## src/rtl/gha_pkg.sv

```systemverilog
package gha_pkg;

    typedef enum logic [1:0] {
        ST_IDLE,
        ST_STREAM,
        ST_DRAIN,
        ST_FINISH
    } gha_state_e;

    function automatic int gha_bits(input int n);
        return (n <= 2) ? 1 : $clog2(n);
    endfunction

endpackage

```

## src/rtl/gha_wram.sv

```systemverilog
module gha_wram #(
    parameter int DEPTH = 12,
    parameter int W     = 32,
    localparam int AW   = gha_pkg::gha_bits(DEPTH)
) (
    input  logic          clk,
    input  logic          we,
    input  logic [AW-1:0] waddr,
    input  logic [W-1:0]  wdata,
    input  logic          re,
    input  logic [AW-1:0] raddr,
    output logic [W-1:0]  rdata
);

    logic [W-1:0] mem [DEPTH];

    always_ff @(posedge clk) begin
        if (we) begin
            mem[waddr] <= wdata;
        end
    end

    always_ff @(posedge clk) begin
        if (re) begin
            rdata <= mem[raddr];
        end
    end

endmodule

```

## src/rtl/gha_vec_buf.sv

```systemverilog
module gha_vec_buf #(
    parameter int LANES = 2,
    parameter int SEGS  = 4,
    parameter int DW    = 16,
    localparam int KW   = gha_pkg::gha_bits(SEGS),
    localparam int LW   = LANES * DW
) (
    input  logic          clk,
    input  logic          we,
    input  logic [KW-1:0] wseg,
    input  logic [LW-1:0] wdata,
    input  logic [KW-1:0] rseg,
    output logic [LW-1:0] rdata
);

    for (genvar l = 0; l < LANES; l++) begin : g_lane
        logic [DW-1:0] sub [SEGS];

        always_ff @(posedge clk) begin
            if (we) begin
                sub[wseg] <= wdata[l*DW +: DW];
            end
        end

        assign rdata[l*DW +: DW] = sub[rseg];
    end

endmodule

```

## src/rtl/gha_res_fifo.sv

```systemverilog
module gha_res_fifo #(
    parameter int DEPTH = 4,
    parameter int W     = 32,
    localparam int PW   = gha_pkg::gha_bits(DEPTH),
    localparam int CW   = gha_pkg::gha_bits(DEPTH + 1)
) (
    input  logic         clk,
    input  logic         rst_n,
    input  logic         push,
    input  logic [W-1:0] wdata,
    input  logic         pop,
    output logic [W-1:0] rdata
);

    localparam logic [PW-1:0] P_LAST = PW'(DEPTH - 1);
    localparam logic [CW-1:0] C_FULL = CW'(DEPTH);

    logic [W-1:0]  mem [DEPTH];
    logic [PW-1:0] wr_ptr;
    logic [PW-1:0] rd_ptr;
    logic [CW-1:0] count;

    always_ff @(posedge clk) begin
        if (push) begin
            mem[wr_ptr] <= wdata;
        end
    end

    always_ff @(posedge clk or negedge rst_n) begin
        if (!rst_n) begin
            wr_ptr <= '0;
            rd_ptr <= '0;
            count  <= '0;
        end else begin
            if (push) begin
                wr_ptr <= (wr_ptr == P_LAST) ? '0 : wr_ptr + 1'b1;
            end
            if (pop) begin
                rd_ptr <= (rd_ptr == P_LAST) ? '0 : rd_ptr + 1'b1;
            end
            unique case ({push, pop})
                2'b10:   count <= count + 1'b1;
                2'b01:   count <= count - 1'b1;
                default: count <= count;
            endcase
        end
    end

    assign rdata = mem[rd_ptr];

    // the buffer never takes more than SEGS entries
    a_r7_no_overflow: assert property (@(posedge clk) disable iff (!rst_n)
        push && !pop |-> count != C_FULL);

    // nothing is replayed from an empty buffer
    a_r7_no_underflow: assert property (@(posedge clk) disable iff (!rst_n)
        pop |-> count != '0);

endmodule

```

## src/rtl/gha_seq_ctrl.sv

```systemverilog
module gha_seq_ctrl import gha_pkg::*; #(
    parameter int NEURONS = 3,
    parameter int SEGS    = 4,
    parameter int DW      = 16,
    localparam int AW     = gha_bits(NEURONS * SEGS),
    localparam int KW     = gha_bits(SEGS),
    localparam int PHW    = gha_bits(NEURONS + 1),
    localparam int CW     = gha_bits(SEGS + 1)
) (
    input  logic           clk,
    input  logic           rst_n,
    input  logic           start,
    input  logic           y_valid,
    input  logic [DW-1:0]  y_in,
    input  logic           res_valid,
    output logic           busy,
    output logic           done,
    output logic           rd_en,
    output logic [AW-1:0]  rd_addr,
    output logic           wr_en,
    output logic [AW-1:0]  wr_addr,
    output logic           push_en,
    output logic           s1_pcc,
    output logic           s1_upd,
    output logic [PHW-1:0] s1_ph,
    output logic [KW-1:0]  s1_k,
    output logic [DW-1:0]  y_upd
);

    localparam logic [PHW-1:0] PH_LAST  = PHW'(NEURONS);
    localparam logic [KW-1:0]  K_LAST   = KW'(SEGS - 1);
    localparam logic [CW-1:0]  CNT_FULL = CW'(SEGS);

    gha_state_e    st;
    gha_state_e    nxt;
    logic [PHW-1:0] ph;
    logic [KW-1:0]  k;
    logic [KW-1:0]  wr_k;
    logic [CW-1:0]  res_cnt;
    logic           y_have;
    logic [DW-1:0]  y_new;
    logic           s1_valid;
    logic           iss;
    logic           iss_pcc;
    logic           iss_upd;
    logic           drain_ok;
    logic           advance;

    // state register
    always_ff @(posedge clk or negedge rst_n) begin
        if (!rst_n) begin
            st <= ST_IDLE;
        end else begin
            st <= nxt;
        end
    end

    // next state and outputs
    always_comb begin
        nxt      = st;
        iss_pcc  = (ph != PH_LAST);
        iss_upd  = (ph != '0);
        drain_ok = !s1_valid
                   && (!iss_pcc || y_have)
                   && (!iss_upd || res_cnt == CNT_FULL);
        unique case (st)
            ST_IDLE:   if (start) nxt = ST_STREAM;
            ST_STREAM: if (k == K_LAST) nxt = ST_DRAIN;
            ST_DRAIN:  if (drain_ok) nxt = iss_pcc ? ST_STREAM : ST_FINISH;
            ST_FINISH: nxt = ST_IDLE;
        endcase
        busy    = (st != ST_IDLE);
        done    = (st == ST_FINISH);
        iss     = (st == ST_STREAM);
        advance = (st == ST_DRAIN) && drain_ok && iss_pcc;
        rd_en   = iss && iss_pcc;
        rd_addr = AW'(int'(ph) * SEGS + int'(k));
        wr_en   = res_valid && busy && iss_upd;
        wr_addr = AW'((int'(ph) - 1) * SEGS + int'(wr_k));
        push_en = wr_en && iss_pcc;
    end

    // counters, y hand-off and issue pipeline
    always_ff @(posedge clk or negedge rst_n) begin
        if (!rst_n) begin
            ph       <= '0;
            k        <= '0;
            wr_k     <= '0;
            res_cnt  <= '0;
            y_have   <= 1'b0;
            y_new    <= '0;
            y_upd    <= '0;
            s1_valid <= 1'b0;
            s1_pcc   <= 1'b0;
            s1_upd   <= 1'b0;
            s1_ph    <= '0;
            s1_k     <= '0;
        end else begin
            s1_valid <= iss;
            s1_pcc   <= iss && iss_pcc;
            s1_upd   <= iss && iss_upd;
            s1_ph    <= ph;
            s1_k     <= k;
            if (st == ST_IDLE && start) begin
                ph      <= '0;
                k       <= '0;
                wr_k    <= '0;
                res_cnt <= '0;
                y_have  <= 1'b0;
            end
            if (iss) begin
                k <= (k == K_LAST) ? '0 : k + 1'b1;
            end
            if (y_valid && busy) begin
                y_new  <= y_in;
                y_have <= 1'b1;
            end
            if (wr_en) begin
                wr_k    <= wr_k + 1'b1;
                res_cnt <= res_cnt + 1'b1;
            end
            if (advance) begin
                ph      <= ph + 1'b1;
                y_upd   <= y_new;
                y_have  <= 1'b0;
                wr_k    <= '0;
                res_cnt <= '0;
            end
        end
    end

    // done is a single-cycle pulse and the block is idle after it
    a_r9_done_pulse: assert property (@(posedge clk) disable iff (!rst_n)
        done |=> !done && !busy);

    // every weight read is followed by a dot-product beat
    a_r3_rd_follow: assert property (@(posedge clk) disable iff (!rst_n)
        rd_en |=> s1_pcc);

endmodule

```

## src/rtl/gha_iter_ctrl.sv

```systemverilog
module gha_iter_ctrl import gha_pkg::*; #(
    parameter int NEURONS = 3,
    parameter int SEGS    = 4,
    parameter int LANES   = 2,
    parameter int DW      = 16,
    localparam int AW     = gha_bits(NEURONS * SEGS),
    localparam int KW     = gha_bits(SEGS),
    localparam int PHW    = gha_bits(NEURONS + 1),
    localparam int LW     = LANES * DW
) (
    input  logic           clk,
    input  logic           rst_n,
    input  logic           start,
    output logic           busy,
    output logic           done,
    input  logic           x_ld_en,
    input  logic [KW-1:0]  x_ld_seg,
    input  logic [LW-1:0]  x_ld_data,
    input  logic           w_ld_en,
    input  logic [AW-1:0]  w_ld_addr,
    input  logic [LW-1:0]  w_ld_data,
    output logic           dp_valid,
    output logic           dp_first,
    output logic           dp_last,
    output logic [PHW-1:0] dp_neuron,
    output logic [KW-1:0]  dp_seg,
    output logic [LW-1:0]  dp_x,
    output logic [LW-1:0]  dp_w,
    input  logic           dp_y_valid,
    input  logic [DW-1:0]  dp_y,
    output logic           up_valid,
    output logic [PHW-1:0] up_neuron,
    output logic [KW-1:0]  up_seg,
    output logic [LW-1:0]  up_z,
    output logic [LW-1:0]  up_w,
    output logic [DW-1:0]  up_y,
    input  logic           up_res_valid,
    input  logic [LW-1:0]  up_w_new,
    input  logic [LW-1:0]  up_z_new
);

    localparam logic [KW-1:0]  K_LAST = KW'(SEGS - 1);
    localparam logic [PHW-1:0] PH_ONE = PHW'(1);

    logic           rd_en;
    logic [AW-1:0]  rd_addr;
    logic           seq_wr_en;
    logic [AW-1:0]  seq_wr_addr;
    logic           push_en;
    logic           pop_en;
    logic           s1_pcc;
    logic           s1_upd;
    logic [PHW-1:0] s1_ph;
    logic [KW-1:0]  s1_k;
    logic [LW-1:0]  ram_rdata;
    logic [LW-1:0]  vec_seg;
    logic [LW-1:0]  fifo_head;
    logic           ram_we;
    logic [AW-1:0]  ram_waddr;
    logic [LW-1:0]  ram_wdata;
    logic [LW-1:0]  stage [2][SEGS];

    gha_seq_ctrl #(
        .NEURONS (NEURONS),
        .SEGS    (SEGS),
        .DW      (DW)
    ) u_seq (
        .clk       (clk),
        .rst_n     (rst_n),
        .start     (start),
        .y_valid   (dp_y_valid),
        .y_in      (dp_y),
        .res_valid (up_res_valid),
        .busy      (busy),
        .done      (done),
        .rd_en     (rd_en),
        .rd_addr   (rd_addr),
        .wr_en     (seq_wr_en),
        .wr_addr   (seq_wr_addr),
        .push_en   (push_en),
        .s1_pcc    (s1_pcc),
        .s1_upd    (s1_upd),
        .s1_ph     (s1_ph),
        .s1_k      (s1_k),
        .y_upd     (up_y)
    );

    // the write port serves preloads while idle and results while busy
    always_comb begin
        ram_we    = busy ? seq_wr_en   : w_ld_en;
        ram_waddr = busy ? seq_wr_addr : w_ld_addr;
        ram_wdata = busy ? up_w_new    : w_ld_data;
    end

    gha_wram #(
        .DEPTH (NEURONS * SEGS),
        .W     (LW)
    ) u_wram (
        .clk   (clk),
        .we    (ram_we),
        .waddr (ram_waddr),
        .wdata (ram_wdata),
        .re    (rd_en),
        .raddr (rd_addr),
        .rdata (ram_rdata)
    );

    gha_vec_buf #(
        .LANES (LANES),
        .SEGS  (SEGS),
        .DW    (DW)
    ) u_vec (
        .clk   (clk),
        .we    (x_ld_en && !busy),
        .wseg  (x_ld_seg),
        .wdata (x_ld_data),
        .rseg  (s1_k),
        .rdata (vec_seg)
    );

    assign pop_en = s1_upd && (s1_ph > PH_ONE);

    gha_res_fifo #(
        .DEPTH (SEGS),
        .W     (LW)
    ) u_fifo (
        .clk   (clk),
        .rst_n (rst_n),
        .push  (push_en),
        .wdata (up_z_new),
        .pop   (pop_en),
        .rdata (fifo_head)
    );

    // ping-pong copy of the weights read for the dot product, replayed for the update
    always_ff @(posedge clk) begin
        if (s1_pcc) begin
            stage[s1_ph[0]][s1_k] <= ram_rdata;
        end
    end

    always_comb begin
        dp_valid  = s1_pcc;
        dp_first  = (s1_k == '0);
        dp_last   = (s1_k == K_LAST);
        dp_neuron = s1_ph;
        dp_seg    = s1_k;
        dp_x      = vec_seg;
        dp_w      = ram_rdata;
        up_valid  = s1_upd;
        up_neuron = s1_ph - 1'b1;
        up_seg    = s1_k;
        up_w      = stage[~s1_ph[0]][s1_k];
        up_z      = (s1_ph == PH_ONE) ? vec_seg : fifo_head;
    end

    // a result write never targets the neuron being read
    a_r8_no_collide: assert property (@(posedge clk) disable iff (!rst_n)
        seq_wr_en && rd_en |-> (int'(seq_wr_addr) / SEGS) != (int'(rd_addr) / SEGS));

    // y is held steady across an update stream
    a_r4_y_held: assert property (@(posedge clk) disable iff (!rst_n)
        up_valid && $past(up_valid) |-> $stable(up_y));

    // an update beat always has a partner dot-product beat except in the final phase
    a_r5_overlap: assert property (@(posedge clk) disable iff (!rst_n)
        up_valid && (int'(up_neuron) < NEURONS - 1) |-> dp_valid);

endmodule

```

## config.mk

```make
export PLATFORM = sky130hd
export DESIGN_NAME = gha_iter_ctrl
export DESIGN_NICKNAME = d
export VERILOG_FILES = /design/src/rtl/gha_pkg.sv /design/src/rtl/gha_wram.sv /design/src/rtl/gha_vec_buf.sv /design/src/rtl/gha_res_fifo.sv /design/src/rtl/gha_seq_ctrl.sv /design/src/rtl/gha_iter_ctrl.sv
export SDC_FILE = /design/constraint.sdc
export NUM_CORES = 1
export LEC_CHECK = 0
export BUFFER_PORTS_ARGS = -buffer_cell sky130_fd_sc_hd__clkbuf_2
export CAP_MARGIN = 10
export CORE_MARGIN = 8
export CORE_UTILIZATION = 40
export DETAILED_ROUTE_END_ITERATION = 10
export HOLD_SLACK_MARGIN = 0.12
export PLACE_DENSITY_LB_ADDON = 0.3
export SYNTH_ARGS = -nofsm -noshare
export SYNTH_HDL_FRONTEND = slang
export SYNTH_HIERARCHICAL = 1
export SYNTH_SLANG_ARGS = --single-unit
```

## constraint.sdc

```tcl
create_clock -name clk -period 6.8 [get_ports clk]
set_input_delay 0.34 -clock clk [delete_from_list [all_inputs] [get_ports clk]]
set_output_delay 0.34 -clock clk [all_outputs]
set_load 0.05 [all_outputs]
```

**After elaboration in Yosys (flattened, before gate mapping)**

Memory sizes are Yosys's and may differ from the RTL's. A register that Yosys moved wholly into a read port is not among the register bits.
Index checks and enable logic that the tools add are counted.

- Logic and storage cells: 113
- Memories kept: 5
- RAM bits: 896
- Register bits: 55
- Output and inout bits: 158
- Bits of input ports: 157

- Mux-type cells: 36
- Equality and inequality tests: 13
- Order comparisons: 3
- Bitwise operators: 2
- Add/subtract/negate cells: 10
- Reduce and logical (&&, ||, !) cells: 29

Memory list:

| memory | words | bits a word | read ports | clocked after Yosys merged registers in | wr ports | line | text |
|---|---|---|---|---|---|---|---|
| u_wram.mem | 12 | 32 | 1 | 1 | 1 | gha_wram.sv:15 | `logic [W-1:0] mem [DEPTH];` |
| stage | 2 | 128 | 1 | 0 | 1 | gha_iter_ctrl.sv:61 | `logic [LW-1:0] stage [2][SEGS];` |
| u_fifo.mem | 4 | 32 | 1 | 0 | 1 | gha_res_fifo.sv:18 | `logic [W-1:0] mem [DEPTH];` |
| u_vec.g_lane[0].sub | 4 | 16 | 1 | 0 | 1 | gha_vec_buf.sv:17 | `logic [DW-1:0] sub [SEGS];` |
| u_vec.g_lane[1].sub | 4 | 16 | 1 | 0 | 1 | gha_vec_buf.sv:17 |  |

Operator list:

| cell | count |
|---|---|
| 32-bit 2-to-1 mux | 5 |
| 128-bit 2-to-1 mux | 1 |
| 32-bit binary-select mux with 2-bit select | 1 |
| 32-bit demux with 2-bit select | 1 |
| 2-bit 2-to-1 mux | 12 |
| 1-bit logical AND | 14 |
| 2-bit equality test (second input constant) | 6 |
| 1-bit 2-to-1 mux | 11 |
| 2-bit by 1-bit adder with 2-bit output (second input constant) | 5 |
| 3-bit 2-to-1 mux | 3 |
| 2-bit case mux with 4 select lines | 1 |
| 2-bit nonzero test | 4 |
| 2-bit inequality test (second input constant) | 3 |
| 3-bit nonzero test | 2 |
| 4-bit by 2-bit adder with 4-bit output | 1 |
| 4-bit by 3-bit adder with 4-bit output | 1 |
| 2-bit by 1-bit equality test with 1-bit output (second input constant) | 2 |
| 1-bit logical NOT | 4 |
| 2-bit logical NOT | 2 |
| 4-bit 2-to-1 mux | 1 |
| 2-bit by 1-bit subtractor with 2-bit output (second input constant) | 2 |
| 3-bit by 1-bit adder with 3-bit output (second input constant) | 1 |
| 3-bit equality test (second input constant) | 1 |
| 3-bit >= comparator (second input constant) | 1 |
| other kinds (7) | 8 |

**Longest topological paths before layout**

Gate-level depths: netlist (run 1).

- Word-level depth: 8
- Mapped depth: 8
- Gate-level depth less buffers: 7

**Modules after synthesis**

The synthesis (run 1) kept the hierarchy.

Modules (own cells, without submodules):

| module | area an instance (µm²) | cells an instance | instances |
|---|---|---|---|
| gha_wram | 15493.6 | 664 | 1 |
| gha_iter_ctrl | 10636.5 | 539 | 1 |
| gha_res_fifo | 4913.5 | 190 | 1 |
| gha_vec_buf | 4689.5 | 171 | 1 |
| gha_seq_ctrl | 2135.8 | 152 | 1 |

**Least setup slack after synthesis (run 1)**

OpenSTA, ideal clock, no wires.

- Path kind: register to register
- Start point: register u_seq.st[1]
- End point: memory u_wram.mem[0][0] (enable)
- Cell stages (with the launch flop): 7
- Data arrival time: 4.297 ns
- Buffers on the path: 1
- Clock period less this slack: 4.758 ns
- Setup time: 0.461 ns
- Slack: 2.042 ns
- Required time: 6.339 ns
- Cells stage by stage: dfrtp_1 nor2_2 inv_2 clkbuf_1 mux2_1 or3b_2 nor3_1

RTL lines:

| what | line | text |
|---|---|---|
| start, declared | gha_seq_ctrl.sv:34 | `gha_state_e st;` |
| start signal, assigned | gha_seq_ctrl.sv:54 | `st <= nxt;` |
| 2-bit nonzero test | gha_seq_ctrl.sv:72 | `busy = (st != ST_IDLE);` |
| via busy | gha_iter_ctrl.sv:14 | `output logic busy,` |
| 4-bit 2-to-1 mux | gha_iter_ctrl.sv:91 | `ram_waddr = busy ? seq_wr_addr : w_ld_addr;` |
| via ram_waddr[3] | gha_iter_ctrl.sv:59 | `logic [AW-1:0] ram_waddr;` |
| end, declared | gha_wram.sv:15 |  |

The timed path passes the listed nets, and every way through them passes these cells.

**Worst setup path after layout (run 1)**

- Start point: register u_seq.ph[0]
- End point: memory u_wram.mem[1][11] (enable)

RTL lines:

| what | line | text |
|---|---|---|
| start, declared | gha_seq_ctrl.sv:36 | `logic [PHW-1:0] ph;` |
| start signal, assigned | gha_seq_ctrl.sv:123 | `ph <= ph + 1'b1;` |
| 2-bit by 1-bit subtractor with 2-bit output | gha_seq_ctrl.sv:79 | `wr_addr = AW'((int'(ph) - 1) * SEGS + int'(wr_k));` |
| 4-bit by 3-bit adder with 4-bit output | gha_seq_ctrl.sv:79 |  |
| via seq_wr_addr[2] | gha_iter_ctrl.sv:48 | `logic [AW-1:0] seq_wr_addr;` |
| 4-bit 2-to-1 mux | gha_iter_ctrl.sv:91 |  |

The timed path passes the listed nets, and every way through them passes these cells.

==> results.py, run 1 <==
metrics = {
    "critical_path": {
        "cp.required_ns": 7.07,
        "crit_start": "u_seq/ph[0]",
        "crit_path_max_fanout": 69,
        "endpoint_kind": "flip-flop",
        "worstSetupStartpointType": "flip-flop",
        "reg2reg_from": "u_seq/ph[0]",
        "arrival_ns": 4.25,
        "critPathKind": "flip-flop to flip-flop",
    },
    "global_routing": {
        "grt-ovfl-total": 0,
        "grt_pass1_vias": 19400,
        "grt_pass1_wl_mm": 125,
        "track_usage_pct": 16.0,
        "grt_max_degree": 70,
        "antenna_found_initial": 3,
    },
    "clock_tree": {
        "hold_buffers": 83,
        "cts_setup_buffers": 0,
        "clk_pin_slew_worst_paths_ns": 0.06,
        "cts_resized": 0,
        "cts_buffers": 99,
        "cts_num_sinks": 983,
        "cts-root-buf": "clkbuf_16",
        "cts_tree": "yes",
        "clock_latency_ns": 0.66,
        "cts.path.max_buffers": 3,
        "cts-htree-levels": 3,
    },
    "logic_synthesis": {
        "synth-seq-area-share_pct": 77.2,
        "synthCells": 1716,
        "synth_flop_cell": "edfxtp_1",
        "synth_warnings": 6,
        "async_flop_share_pct": 5.60,
        "ys_types": 48,
        "syn_area_per_cell_um2": 22.1,
        "synth-edff-count": 928,
        "syn-num-nets": 1884,
        "synth_area_um2": 37900,
        "synth_seq_cells": 983,
    },
    "place": {
        "io_buffer_count": 314,
        "gp_congestion": 0.731,
        "post_dp_cell_area_um2": 40800,
        "place_hpwl_mm": 52.1,
    },
    "worst_hold_path": {
        "hold_path_class": "input port to flip-flop",
        "min_from": "dp_y_valid",
    },
    "floorplanning": {
        "start_util_pct": 40.1,
        "die_area_um2": 105000,
        "coreArea_um2": 94400,
        "die_w_um": 324,
        "die_h_um": 324,
        "rows": 113,
        "ioPinCount": 315,
    },
    "pwr": {
        "combPwrFrac_pct": 29.8,
        "p_total_uw": 19700,
        "p_switching_uw": 7010,
        "peakVddDrop_mv": 0.222,
        "clockPowerShare_pct": 26.8,
        "switching_share_pct": 35.5,
        "seqPwrFrac_pct": 43.5,
        "p_per_area_nw_per_um2": 441,
        "p_leak_uw": 0.0151,
        "intPower_uw": 12700,
    },
    "final_layout": {
        "multiInputGateArea_um2": 8080,
        "seq_area_um2": 29300,
        "drive_gt1_share_pct": 33.5,
        "syn2layout_area_growth_pct": 18.3,
        "fin_area_um2": 44800,
        "fill_cells": 7876,
        "finalNetCount": 2327,
    },
    "sta": {
        "rsz0062_at_grt": "false",
        "clock_skew_ns": 0.0272,
        "drv_slew": 0,
        "tns_ns": 0,
        "min_period_ns": 3.98,
        "fin_crit_sh_pct": 58.5,
        "worst_pin_slew_ns": 1.20,
        "report.final.hold_viol_count": 0,
        "max_freq_ghz": 0.251,
        "setup_violations": 0,
        "relSlewSlack_pct": 19.8,
    },
    "detailed_routing": {
        "wirelength_mm": 84.9,
        "drt_iter0_drc": 1430,
        "vias": 18100,
        "wl_per_cell_um": 24.2,
        "ant_nets": 0,
        "wl_met1_mm": 36.0,
        "topRoutingLayerUsed": "met4",
        "dr_wl_met3_mm": 4.00,
        "drc": 0,
        "first_pass_iters": 4,
        "vias_per_cell": 5.18,
        "route.met2.wl_mm": 42.2,
    },
    "outcome": {
        "status": "finished, final reports clean",
    },
    "flow_run": {
        "max_cap_violations": 0,
    },
}
[per-stage QoR]
step / utilization (%) / hold WS [ns] / setup slack, ns / instances
2_1_floorplan: - / 0.0444 / 2.04 / 1716
3_3_place_gp: 43.2 / 0.476 / 2.82 / 3239
3_5_place_dp: 43.2 / 0.477 / 2.76 / 3239
4_1_cts: 47.4 / 0.282 / 2.74 / 3500
5_1_grt: 47.4 / 0.324 / 2.53 / 3502
6_report: 47.4 / 0.312 / 2.82 / 3503
[sequential cells by signal, summed over array words and instances, names as in the netlist, 3 cells and up]
name and flops:
u_seq/y_new 16, u_wram/mem 384, u_seq/res_cnt 3, stage 256, u_fifo/mem 128, u_seq/y_upd 16, u_vec/g_lane.sub 128, u_wram/rdata 32
[power by group through the flow]
stage	registers (uW)	logic [uW]	clock network, uW
after global placement	8660	5860	0
after floorplan	8870	3960	0
after detailed placement	8730	5930	0
final	8580	5880	5290
after global routing	8700	6210	5650
after CTS	8610	5990	5430
[critical path, cell delays in order (launching register included)]
cell	delay (ns)
dfrtp_2	0.33
buf_4	0.73
inv_1	0.14
ha_1	0.30
nand2b_1	0.27
nor2_1	0.14
mux2_1	0.19
or3b_2	0.59
nor2_4	0.87
[final cells by class]
cell class | instances | share of cell area, %
antenna | 2 | 0.0112
clock buffer | 122 | 5.72
clock inverter | 56 | 1.35
inverter | 15 | 0.126
multi-input combinational | 632 | 18.0
sequential | 983 | 65.3
tap | 1265 | 3.53
timing repair buffer | 428 | 5.91
[kinds of logic (layout without fill, tap and decap cells)]
family / Yosys count / count (layout) / synth area share (%)
DFF: 983 / 983 / 77.2
muxes: 361 / 361 / 16.4
and+or+nand+nor: 175 / 175 / 2.32
buffers and inverters: 101 / 621 / 1.87
AOI/OAI and AO/OA: 85 / 85 / 1.84
adders and majority gates: 11 / 11 / 0.363
other: 0 / 2 / 0
[layout by cell type (no fill, tap or decap), types with 6 or more instances in the layout]
cell           count
clkinv_2          22
nand2_1           74
mux2i_1           66
mux4_1             6
nor2_1             6
mux2_1            71
a22oi_1           28
buf_4             30
a21oi_1            6
clkbuf_2         314
dlygate4sd3_1     83
clkinv_1          15
clkbuf_16         99
o221ai_1          28
bufinv_16         10
inv_1             13
ha_1              11
mux4_2           186
nand2b_1          39
edfxtp_1         928
mux2_2            22
o211ai_1           7
nor2b_1            6
mux2_4            10
dfrtp_1           49
nor2_4            18
clkbuf_1          23
[per-layer routing]
metal,GRT usage [%],up-vias
met4,5.51,0
li1,-,8002
met1,21.2,9550
met2,26.8,451
met3,2.68,139
met5,0,-
[synth_stat cells, types with 3 or more instances]
library cell  count  area, um2
mux2_2           22        248
nor2b_1           7       43.8
ha_1             11        138
or3b_2            3       26.3
clkbuf_1         33        124
mux2_1           71        800
nor3_1            4       20.0
nand3_1           4       20.0
nor2_1           25       93.8
inv_1            13       48.8
o211ai_1          7       52.6
and2_1            5       31.3
buf_6            21        236
mux4_1            6        158
nand2b_1         39        244
o21ai_0           5       25.0
buf_12            8        160
mux4_2          186       4190
a21oi_1           6       30.0
buf_2            18       90.1
o221ai_2          4       60.1
a22oi_2           4       50.1
mux2_4           10        150
mux2i_1          66        661
nand2_1          74        278
edfxtp_1        928      27900
dfrtp_1          55       1380
o221ai_1         28        245
buf_1             3       11.3
a22oi_1          28        210
[worst paths after layout]
| check | to | cells after the start | slack [ns] |
|---|---|---|---|
| max | u_wram/mem[1][11] | 8 | 2.82 |
| min | u_seq/y_have | 3 | 0.31 |
| max reg2reg | u_wram/mem[1][11] | 8 | 2.82 |
| min reg2reg | u_seq/y_upd[10] | 1 | 0.48 |
| max in group asynchronous | u_seq/s1_k[0] | 3 | 5.81 |
| min in group asynchronous | u_seq/y_upd[7] | 3 | 0.40 |
Power figures use the tool's default switching activity.
==> run 2: changes to the inputs <==
clock period = 4.05 ns   (was 6.8 ns; I/O delays follow)
==> results.py, run 2 (same netlist as run 1, synthesis figures left out) <==
metrics = {
    "outcome": {
        "status": "finished, final reports clean",
    },
    "place": {
        "io_buffer_count": 314,
        "place_hpwl_mm": 53.7,
        "dp.cells": 3262,
        "post_dp_cell_area_um2": 41000,
        "gp_congestion": 0.754,
    },
    "global_routing": {
        "grt-ovfl-total": 0,
        "track_usage_pct": 15.8,
        "grt_pass1_vias": 19300,
        "antenna_found_initial": 4,
        "grt_pass1_wl_mm": 124,
        "grt_max_degree": 68,
    },
    "final_layout": {
        "regMostFlops": "u_wram/mem",
        "final_common_cell": "edfxtp_1",
        "finalNetCount": 2349,
        "largest_reg_flops": 384,
        "mostFrequentLayoutCells": "edfxtp_1, clkbuf_2, mux4_2",
        "fill_cells": 7849,
        "syn2layout_area_growth_pct": 18.9,
        "drive_gt1_share_pct": 34.2,
        "fin_area_um2": 45000,
        "stdcell_count": 3527,
    },
    "clock_tree": {
        "clock_latency_ns": 0.65,
        "cts_num_sinks": 983,
        "cts_setup_buffers": 0,
        "clk_pin_slew_worst_paths_ns": 0.06,
        "cts-htree-levels": 3,
        "cts_buffers": 97,
        "cts.path.max_buffers": 3,
        "cts-root-buf": "clkbuf_16",
        "cts_tree": "yes",
        "cts_resized": 0,
    },
    "sta": {
        "rsz0062_at_grt": "false",
        "relSlewSlack_pct": 36.2,
        "max_freq_ghz": 0.303,
        "min_period_ns": 3.30,
        "tns_ns": 0,
        "worst_pin_slew_ns": 0.957,
        "report.final.hold_viol_count": 0,
        "setup_violations": 0,
        "drv_slew": 0,
        "clock_skew_ns": 0.0189,
        "fin_crit_sh_pct": 81.4,
    },
    "detailed_routing": {
        "vias": 18200,
        "ant_nets": 0,
        "vias_per_cell": 5.17,
        "wirelength_mm": 84.1,
        "wl_per_cell_um": 23.9,
        "first_pass_iters": 5,
        "drc": 0,
        "drt_iter0_drc": 1412,
    },
    "pwr": {
        "switching_share_pct": 35.5,
        "seqPwrFrac_pct": 43.3,
        "p_switching_uw": 11800,
        "p_per_area_nw_per_um2": 737,
        "peakVddDrop_mv": 0.386,
        "p_leak_uw": 0.0152,
        "clockPowerShare_pct": 26.5,
        "intPower_uw": 21400,
        "combPwrFrac_pct": 30.2,
    },
    "critical_path": {
        "crit_start": "u_seq/st[1]",
        "worstSetupStartpointType": "flip-flop",
        "crit_path_max_fanout": 32,
        "reg2reg_from": "u_seq/st[1]",
        "r2r_setup_slack_ns": 0.75,
        "cp.required_ns": 4.33,
        "critPathKind": "flip-flop to flip-flop",
        "arrival_ns": 3.57,
        "endpoint_kind": "flip-flop",
    },
    "worst_hold_path": {
        "hold_path_class": "input port to flip-flop",
        "min_from": "x_ld_seg[1]",
    },
    "floorplanning": {
        "coreArea_um2": 94400,
        "start_util_pct": 40.1,
        "die_h_um": 324,
        "ioPinCount": 315,
        "rows": 113,
        "die_area_um2": 105000,
        "die_w_um": 324,
    },
    "flow_run": {
        "max_cap_violations": 0,
    },
}
## run 2: final timing paths
kind | end | cells after the start
worst max-delay path | u_wram/mem[9][8] | 7
max in group asynchronous | u_seq/s1_k[1] | 3
worst min-delay path | u_vec/g_lane[0].sub[0][3] | 3
worst max register to register | u_wram/mem[9][8] | 7
min in group asynchronous | u_seq/y_upd[9] | 3
worst min register to register | u_seq/y_upd[10] | 1
## run 2: stage by stage
step	util (%)	hold WS (ns)	power [uW]	setup WS [ns]
CTS	47.7	0.127	33600	0.648
detailed placement	43.4	0.386	24700	0.742
floorplan	-	-0.0931	21500	0.164
global placement	43.4	0.368	24500	0.858
finish	47.7	0.176	33200	0.753
global route	47.7	0.154	34600	0.551
## run 2: worst max-delay path, cell delays in order (launching register included)
cell and delay, ns:
dfrtp_1 0.46, nor2_2 0.38, inv_2 0.27, buf_4 0.32
mux2_1 0.51, nand2b_1 0.34, nor2_4 0.17, buf_4 0.43
## run 2: power by group through the flow
stage	sequential (uW)	clock, uW	combinational, uW
after global routing	14600	9410	10600
after global placement	14500	0	9970
after floorplan	14900	0	6650
after CTS	14400	9030	10200
after detailed placement	14600	0	10100
final	14400	8800	10000
## run 2: layout make-up
type | count | area, um2 | area share (%)
diodes | 2 | 5.00 | 0.0111
clock buffers | 117 | 2550 | 5.67
clock inverters | 61 | 592 | 1.31
inverters | 15 | 56.3 | 0.125
multi-input cells | 632 | 8100 | 18.0
flip-flops and latches | 983 | 29300 | 65.0
well taps | 1265 | 1580 | 3.51
repair buffers | 452 | 2880 | 6.40
## run 2: metal layers
metal	vias to the layer above	global-route usage, %	share of wire, %
met4	0	5.67	3.0
met2	509	26.4	50
li1	8023	-	-
met1	9565	21.1	42
met3	121	2.49	4.9
met5	-	0	0
## run 2: repair_timing
item,4_1_cts,5_1_grt
endpoints found under the hold margin,348,0
hold buffers,85,0
endpoints found under the setup margin,0,0
